## config.mk

```make
export PLATFORM = sky130hd
export DESIGN_NAME = vseg_decode
export DESIGN_NICKNAME = d
export VERILOG_FILES = /design/src/rtl/vseg_pkg.sv /design/src/rtl/vseg_priv.sv /design/src/rtl/vseg_region.sv /design/src/rtl/vseg_outreg.sv /design/src/rtl/vseg_decode.sv
export SDC_FILE = /design/constraint.sdc
export NUM_CORES = 1
export LEC_CHECK = 0
export BUFFER_PORTS_ARGS = -buffer_cell sky130_fd_sc_hd__buf_2
export CAP_MARGIN = 25
export CORE_MARGIN = 2
export CORE_UTILIZATION = 34
export CTS_CLUSTER_SIZE = 24
export DETAILED_ROUTE_END_ITERATION = 7
export GPL_TIMING_DRIVEN = 0
export PLACE_DENSITY = 0.77
export SYNTH_ARGS = -nofsm -noshare
export SYNTH_HDL_FRONTEND = slang
export SYNTH_SLANG_ARGS = --single-unit
```

## constraint.sdc

```tcl
create_clock -name clk -period 1.05 [get_ports clk]
set_clock_uncertainty 0.05 [all_clocks]
set_input_delay 0.2625 -clock clk [delete_from_list [all_inputs] [get_ports clk]]
set_output_delay 0.2625 -clock clk [all_outputs]
set_load 0.01 [all_outputs]
```

## src/rtl/vseg_pkg.sv

```systemverilog
package vseg_pkg;

    typedef enum logic [1:0] {
        PRIV_KERNEL = 2'd0,
        PRIV_SUPER  = 2'd1,
        PRIV_USER   = 2'd2
    } priv_e;

    typedef struct packed {
        logic tlb_req;
        logic direct;
        logic cached;
        logic addr_err;
        logic err_store;
    } seg_class_t;

    localparam seg_class_t SEG_CLASS_NONE = '{default: 1'b0};

    // Three-bit region codes at the top of the address.
    localparam logic [2:0] TOP_LOW_SUPER  = 3'b000;
    localparam logic [2:0] TOP_HIGH_SUPER = 3'b110;
    localparam logic [1:0] TOP_DIRECT     = 2'b10;

    function automatic priv_e fold_priv(input logic [1:0] ksu,
                                        input logic erl,
                                        input logic exl);
        priv_e p;
        if (erl || exl) begin
            p = PRIV_KERNEL;
        end else begin
            unique case (ksu)
                2'd1:    p = PRIV_SUPER;
                2'd2:    p = PRIV_USER;
                default: p = PRIV_KERNEL;
            endcase
        end
        return p;
    endfunction

endpackage

```

## src/rtl/vseg_priv.sv

```systemverilog
module vseg_priv
    import vseg_pkg::*;
(
    input  logic [1:0] ksu,
    input  logic       erl,
    input  logic       exl,
    output priv_e      priv
);
    always_comb begin
        priv = fold_priv(ksu, erl, exl);
    end
endmodule

```

## src/rtl/vseg_region.sv

```systemverilog
module vseg_region
    import vseg_pkg::*;
#(
    parameter int unsigned ADDR_W = 32
) (
    input  priv_e              priv,
    input  logic [ADDR_W-1:0]  vaddr,
    input  logic               is_store,
    output seg_class_t         cls,
    output logic [ADDR_W-1:0]  paddr
);
    localparam int unsigned MSB   = ADDR_W - 1;
    localparam int unsigned OFS_W = ADDR_W - 3;

    logic [2:0] top3;
    logic       in_direct;
    logic       super_ok;

    assign top3      = vaddr[MSB -: 3];
    assign in_direct = (top3[2:1] == TOP_DIRECT);
    assign super_ok  = (top3 == TOP_LOW_SUPER) || (top3 == TOP_HIGH_SUPER);

    always_comb begin
        cls   = SEG_CLASS_NONE;
        paddr = '0;
        unique case (priv)
            PRIV_KERNEL: begin
                if (in_direct) begin
                    cls.direct         = 1'b1;
                    cls.cached         = ~top3[0];
                    // Both windows are 2**OFS_W aligned: subtracting the base clears the top bits.
                    paddr[OFS_W-1:0]   = vaddr[OFS_W-1:0];
                end else begin
                    cls.tlb_req = 1'b1;
                end
            end
            PRIV_SUPER: begin
                if (super_ok) cls.tlb_req  = 1'b1;
                else          cls.addr_err = 1'b1;
            end
            default: begin
                if (vaddr[MSB]) cls.addr_err = 1'b1;
                else            cls.tlb_req  = 1'b1;
            end
        endcase
        cls.err_store = cls.addr_err & is_store;
    end
endmodule

```

## src/rtl/vseg_outreg.sv

```systemverilog
module vseg_outreg
    import vseg_pkg::*;
#(
    parameter int unsigned ADDR_W = 32
) (
    input  logic               clk,
    input  logic               rst,
    input  logic               in_valid,
    input  seg_class_t         in_cls,
    input  logic [ADDR_W-1:0]  in_paddr,
    output logic               out_valid,
    output seg_class_t         out_cls,
    output logic [ADDR_W-1:0]  out_paddr
);
    always_ff @(posedge clk) begin
        if (rst) begin
            out_valid <= 1'b0;
            out_cls   <= SEG_CLASS_NONE;
            out_paddr <= '0;
        end else if (in_valid) begin
            out_valid <= 1'b1;
            out_cls   <= in_cls;
            out_paddr <= in_paddr;
        end else begin
            out_valid <= 1'b0;
            out_cls   <= SEG_CLASS_NONE;
            out_paddr <= '0;
        end
    end
endmodule

```

## src/rtl/vseg_decode.sv

```systemverilog
module vseg_decode
    import vseg_pkg::*;
#(
    parameter int unsigned ADDR_W = 32
) (
    input  logic              clk,
    input  logic              rst,
    input  logic              req_valid,
    input  logic [ADDR_W-1:0] req_vaddr,
    input  logic              req_store,
    input  logic [1:0]        st_ksu,
    input  logic              st_erl,
    input  logic              st_exl,
    output logic              rsp_valid,
    output logic              rsp_tlb_req,
    output logic              rsp_direct,
    output logic              rsp_cached,
    output logic [ADDR_W-1:0] rsp_paddr,
    output logic              rsp_addr_err,
    output logic              rsp_err_store
);
    priv_e             priv;
    seg_class_t        cls_d;
    seg_class_t        cls_q;
    logic [ADDR_W-1:0] paddr_d;

    vseg_priv u_priv (
        .ksu  (st_ksu),
        .erl  (st_erl),
        .exl  (st_exl),
        .priv (priv)
    );

    vseg_region #(.ADDR_W(ADDR_W)) u_region (
        .priv     (priv),
        .vaddr    (req_vaddr),
        .is_store (req_store),
        .cls      (cls_d),
        .paddr    (paddr_d)
    );

    vseg_outreg #(.ADDR_W(ADDR_W)) u_out (
        .clk       (clk),
        .rst       (rst),
        .in_valid  (req_valid),
        .in_cls    (cls_d),
        .in_paddr  (paddr_d),
        .out_valid (rsp_valid),
        .out_cls   (cls_q),
        .out_paddr (rsp_paddr)
    );

    assign rsp_tlb_req   = cls_q.tlb_req;
    assign rsp_direct    = cls_q.direct;
    assign rsp_cached    = cls_q.cached;
    assign rsp_addr_err  = cls_q.addr_err;
    assign rsp_err_store = cls_q.err_store;
endmodule

```

==> reports/results.txt, run 1 <==
TritonCTS Buffers -> 5
grt ovf -> 0
Final Wtd Congestion -> 0.634
Initial Util -> 35.1%
nets -> 215
antenna cell count -> 0
DR vias -> 909
Final Hold Fails -> 0
FILL cells -> 273
CP Max Fanout -> 1
drt drc -> 0
first-pass GRT wire length -> 3440 microns
data arrival time at the worst-slack endpoint -> 0.77 ns
pre-CTS WS -> -0.370 ns
Synth area leaders -> dfxtp_1 (67%), and3_1 (18%), buf_4 (2.2%)
H-tree Lvls -> 2
Crit Path Class -> reg -> out
LEAKAGE -> 0.956 nW
setup violators final -> 35
Post-DP HPWL -> 1810 microns
failing checks -> negative setup slack
RSZ-0062 raised after global routing -> true
vias in the first global route -> 847
Unique masters post-synth -> 17
clock buffer depth -> 2
critical path launch point type -> flop
delay-heaviest family, CP -> flip-flops
worst hold slack -> 0.0528 ns
CP peak stage delay -> 0.34 ns
Power Dens Cells -> 1440 nW/um^2
max-slew violations -> 0
DRT Pass-1 Iters -> 2
Post-synth top cells -> dfxtp_1 (35), and3_1 (30)
Synth top area share -> 67.0%
Netlist Area Pre-Place -> 1050 sq um
Worst Path Buf+Inv -> 1
CTS Root Cell -> clkbuf_4
initial antenna violation count -> 0
Max Freq -> 920 MHz
crit share post-route -> 104%
I/O Buffers -> 74
cell with the most instances after synthesis -> dfxtp_1
Placeable Area -> 2980 sq um
TritonCTS clock tree -> yes
layout cells sized above 1 -> 60.2%
outcome -> finished with violations
final wirelength -> 2340 microns
antenna viol nets, final -> 0
fraction of synthesis flops using an asynchronous set or reset pin -> 0%
Worst setup EP type -> output port
DRC marker count from the first detailed-route iteration -> 10
Die ar. -> 3540 sq um
CTS Sinks -> 35
sequential share of the synthesized area -> 67.0%
Post-Layout Cell Count -> 209
Min Clock Period, post-route -> 1.09 ns
all-layer global routing usage -> 13.3%
post-placement cell count -> 200
CP Cell Sequence -> buf_6
number of enable flip-flop cells after synthesis -> 0
HP Class -> in -> reg
Clock transition at path regs -> 0.10 ns
yosys warns -> 0
Pwr Total -> 2.38 mW
Avg Inst Size Synth -> 11.5 sq um
Hold Buf Count CTS -> 0
ys flop type -> dfxtp_1
Via density -> 4.35
Die Ht -> 59.5 microns
routed len/inst -> 11.2 microns
row cnt -> 20
Critical Path RT -> 0.74 ns
Worst Slack Setup Final -> -0.0373 ns
CP max-delay cell -> dfxtp_2
max cap viols -> 0
I/O Pins -> 78
largest area contributor in the synthesized netlist -> dfxtp_1
Yosys reg bits -> 35
largest net degree at the start of global routing -> 12
VDD IR max -> 0.923 mV
Gate Count Post-Synth -> 91
chip width -> 59.5 microns
Area Growth Syn to Fin -> 57.8%
-- layout make-up --
cell class,count,area [sq um],area share (%)
flip-flops and latches,35,717,43.4
clock buffers,7,65.1,3.94
clock inverters,1,7.51,0.455
multi-input cells,48,302,18.3
well taps,33,41.3,2.50
plain buffers,9,55.1,3.34
repair buffers,75,459,27.8
inverters,1,3.75,0.227
-- sequential cells by signal, summed over array words and instances (netlist names) --
signal           flops
u_out.out_valid      1
u_out.out_cls        5
u_out.out_paddr     29
-- placed cells by master (no fill, tap or decap) --
cell type / Yosys / layout
a211oi_2: 1 / 1
a21oi_1: 1 / 1
and2_1: 3 / 3
and3_1: 30 / 30
buf_1: 0 / 1
buf_2: 1 / 63
buf_4: 3 / 6
buf_6: 0 / 13
clkbuf_1: 2 / 1
clkbuf_4: 0 / 5
clkbuf_8: 0 / 2
clkinvlp_4: 0 / 1
conb_1: 1 / 3
dfxtp_1: 35 / 22
dfxtp_2: 0 / 13
inv_1: 1 / 1
nand2b_1: 1 / 1
nor2_1: 3 / 3
nor2b_1: 3 / 2
nor2b_2: 0 / 1
nor3b_1: 1 / 1
o221a_2: 1 / 1
xor2_1: 1 / 1
-- report_power, final --
group	internal (mW)	switching (mW)	total (mW)
Sequential	1.35	0.00723	1.36
Combinational	0.118	0.0932	0.211
Clock	0.391	0.413	0.804
-- final timing paths --
check	from	end	slack (ns)	depth (start not counted)
setup / recovery	u_out.out_paddr[2]	rsp_paddr[2]	-0.04	1
hold / removal	req_vaddr[29]	u_out.out_cls[2]	0.05	2
-- through the flow --
stage	TNS (ns)	area (sq um)	utilization, %
final	-0.704	1650	55.4
after detailed placement	-10.98	1470	49.2
after global routing	-2.49	1650	55.4
after global placement	-10.75	1470	49.2
after floorplan	-1.01	1050	-
after CTS	-1.60	1560	52.4
-- repair_timing --
| item | 4_1_cts | 5_1_grt |
|---|---|---|
| pin swaps | 1 | 0 |
| endpoints found under the setup margin | 46 | 61 |
| resized for setup | 4 | 31 |
| buffers inserted | 1 | 0 |
-- cell families after synthesis --
| logic type | Yosys count | synth area share (%) |
|---|---|---|
| AO/OA/AOI/OAI | 3 | 2.75 |
| AND/OR/NAND/NOR | 41 | 23.9 |
| flip-flops | 35 | 67.0 |
| buffers and inverters | 10 | 5.14 |
| other | 1 | 0.359 |
| XOR/XNOR | 1 | 0.837 |
-- per-layer routing --
layer | global-route usage [%] | wire length (microns) | vias to the layer above
met3 | 4.15 | 161 | 7
met1 | 13.6 | 891 | 393
li1 | - | - | 469
met5 | 0 | 0 | -
met2 | 23.1 | 1210 | 40
met4 | 8.77 | 76 | 0
Note: power is estimated with default switching activity, not from simulation.
==> run 2: changes to the inputs <==
--- a/constraint.sdc
+++ b/constraint.sdc
@@ -4,2 +4,2 @@
 set_output_delay 0.2625 -clock clk [all_outputs]
-set_load 0.01 [all_outputs]
+set_load 0.02 [all_outputs]
==> reports/results.txt, run 2 (synthesized netlist as in run 1, its figures left out) <==
outcome -> finished with violations
failing checks -> negative setup slack
max-slew violations -> 0 (unchanged)
commonest non-fill, non-tap cells in the layout -> buf_2 (40), buf_6 (35), dfxtp_2 (35)
Hold Path Stages -> 2 (unchanged)
I/O Buffers -> 74 (unchanged)
Worst Hold Endpoint -> u_out.out_cls[2]
Post-DP HPWL -> 1810 microns (unchanged)
Worst setup EP type -> output port
layout cells sized above 1 -> 72.7% (+13 points)
initial antenna violation count -> 0 (unchanged)
largest net degree at the start of global routing -> 12 (unchanged)
Via density -> 4.42 (+1.5%)
Area Growth Syn to Fin -> 73.8%
RSZ-0062 raised after global routing -> true
routed len/inst -> 12.1 microns (+8.5%)
CP peak stage delay -> 0.35 ns (about the same)
H-tree Lvls -> 2 (unchanged)
CTS Sinks -> 35 (unchanged)
Final Hold Fails -> 0 (unchanged)
DRT Pass-1 Iters -> 3 (+1)
largest reg by FF count -> u_out.out_paddr
FILL cells -> 252 (-7.7%)
drt drc -> 0 (unchanged)
crit share post-route -> 105% (+1.4 points)
min-delay src -> req_vaddr[29]
max cap viols -> 0 (unchanged)
chip width -> 59.5 microns (unchanged)
nets -> 215 (unchanged)
Critical Path RT -> 0.74 ns (about the same)
HP Class -> in -> reg
CP Max Fanout -> 1 (unchanged)
Power Dens Cells -> 1340 nW/um^2 (-6.9%)
Die Ht -> 59.5 microns (unchanged)
TritonCTS Buffers -> 5 (unchanged)
Min Clock Period, post-route -> 1.10 ns (+0.0145 ns)
Final Wtd Congestion -> 0.634 (unchanged)
antenna viol nets, final -> 0 (unchanged)
Worst Slack Setup Final -> -0.0518 ns (-0.0145 ns)
Post-Layout Cell Count -> 209 (unchanged)
DR vias -> 923 (+1.5%)
area of the multi-input gates -> 302 sq um (unchanged)
Placeable Area -> 2980 sq um (unchanged)
final wirelength -> 2530 microns (+8.5%)
delay-heaviest family, CP -> flip-flops
grt ovf -> 0 (unchanged)
Worst Path Buf+Inv -> 1 (unchanged)
vias in the first global route -> 929 (+9.7%)
CP Cell Sequence -> buf_6
Initial Util -> 35.1% (unchanged)
TritonCTS clock tree -> yes
all-layer global routing usage -> 15.0% (+1.8 points)
data arrival time at the worst-slack endpoint -> 0.79 ns (+0.02 ns)
row cnt -> 20 (unchanged)
pre-CTS WS -> -0.370 ns (unchanged)
setup violators final -> 35 (unchanged)
Clock transition at path regs -> 0.10 ns (about the same)
clock buffer depth -> 2 (unchanged)
critical path launch point type -> flop
top flop regs -> u_out.out_paddr x29, u_out.out_cls x5, u_out.out_valid x1
Max Freq -> 908 MHz (-1.3%)
VDD IR max -> 0.870 mV (-5.7%)
most common cell after layout, fill and taps aside -> buf_2
CP max-delay cell -> dfxtp_2
I/O Pins -> 78 (unchanged)
CTS Root Cell -> clkbuf_4
LEAKAGE -> 0.982 nW (+2.7%)
antenna cell count -> 0 (unchanged)
Die ar. -> 3540 sq um (unchanged)
Crit Path Class -> reg -> out
Largest register FFs -> 29 (unchanged)
first-pass GRT wire length -> 3840 microns (+12%)
post-placement cell count -> 200 (unchanged)
DRC marker count from the first detailed-route iteration -> 13 (+3)
register area -> 744 sq um (+3.8%)
[run 2: cell count changes in the layout (fill, tap and decap cells not counted)]
| cell | delta |
|---|---|
| clkbuf_1 | +1 |
| buf_2 | -23 |
| dfxtp_2 | +22 |
| buf_1 | -1 |
| buf_6 | +22 |
| dfxtp_1 | -22 |
| clkbuf_4 | +1 |
[run 2: routing by layer]
| layer | track usage [%] | up-vias | routed length, microns |
|---|---|---|---|
| li1 | - | 467 | - |
| met1 | 15.1 | 403 | 928 |
| met2 | 26.2 | 44 | 1350 |
| met3 | 3.93 | 9 | 158 |
| met4 | 11.4 | 0 | 92 |
| met5 | 0 | - | 0 |
[run 2: through the flow]
stage	hold WS (ns)	power [mW]	area, sq um	TNS [ns]	util [%]
2_1_floorplan	0.284	1.50	1050	-1.01	-
5_1_grt	0.0189	2.55	1820	-2.68	61.1
6_report	0.0525	2.44	1820	-1.20	61.1
3_3_place_gp	0.393	1.60	1470	-10.75	49.2
4_1_cts	0.0292	2.46	1810	-1.91	60.7
3_5_place_dp	0.398	1.61	1470	-10.98	49.2
[run 2: power by group]
group	total [mW]	internal [mW]	switching, mW
combinational	0.258	0.139	0.120
clock	0.811	0.391	0.419
sequential	1.37	1.36	0.0110
[run 2: cell type report]
cell class,count,share of cell area [%]
Sequential cell,35,40.9
Timing Repair Buffer,75,32.8
Multi-Input combinational cell,48,16.6
Clock buffer,7,3.58
Buffer,9,3.17
Tap cell,33,2.27
Clock inverter,1,0.413
Inverter,1,0.206
[run 2: worst max-delay path by stage]
stage | start | to | slack (ns) | cells past startpoint
floorplan | st_ksu[0] | u_out.out_paddr[20] | -0.04 | 4
global placement | st_ksu[0] | u_out.out_paddr[23] | -0.35 | 5
detailed placement | st_ksu[0] | u_out.out_paddr[21] | -0.37 | 5
CTS | u_out.out_paddr[3] | rsp_paddr[3] | -0.06 | 1
global route | u_out.out_paddr[2] | rsp_paddr[2] | -0.09 | 1
finish | u_out.out_paddr[2] | rsp_paddr[2] | -0.05 | 1
[run 2: repair_timing]
item | CTS | global route
setup endpoints to repair | 46 | 64
hold buffers | 0 | 0
gates resized for setup | 104 | 10
pin swaps | 1 | 0
hold endpoints to repair | 0 | 0
buffers inserted | 1 | 0
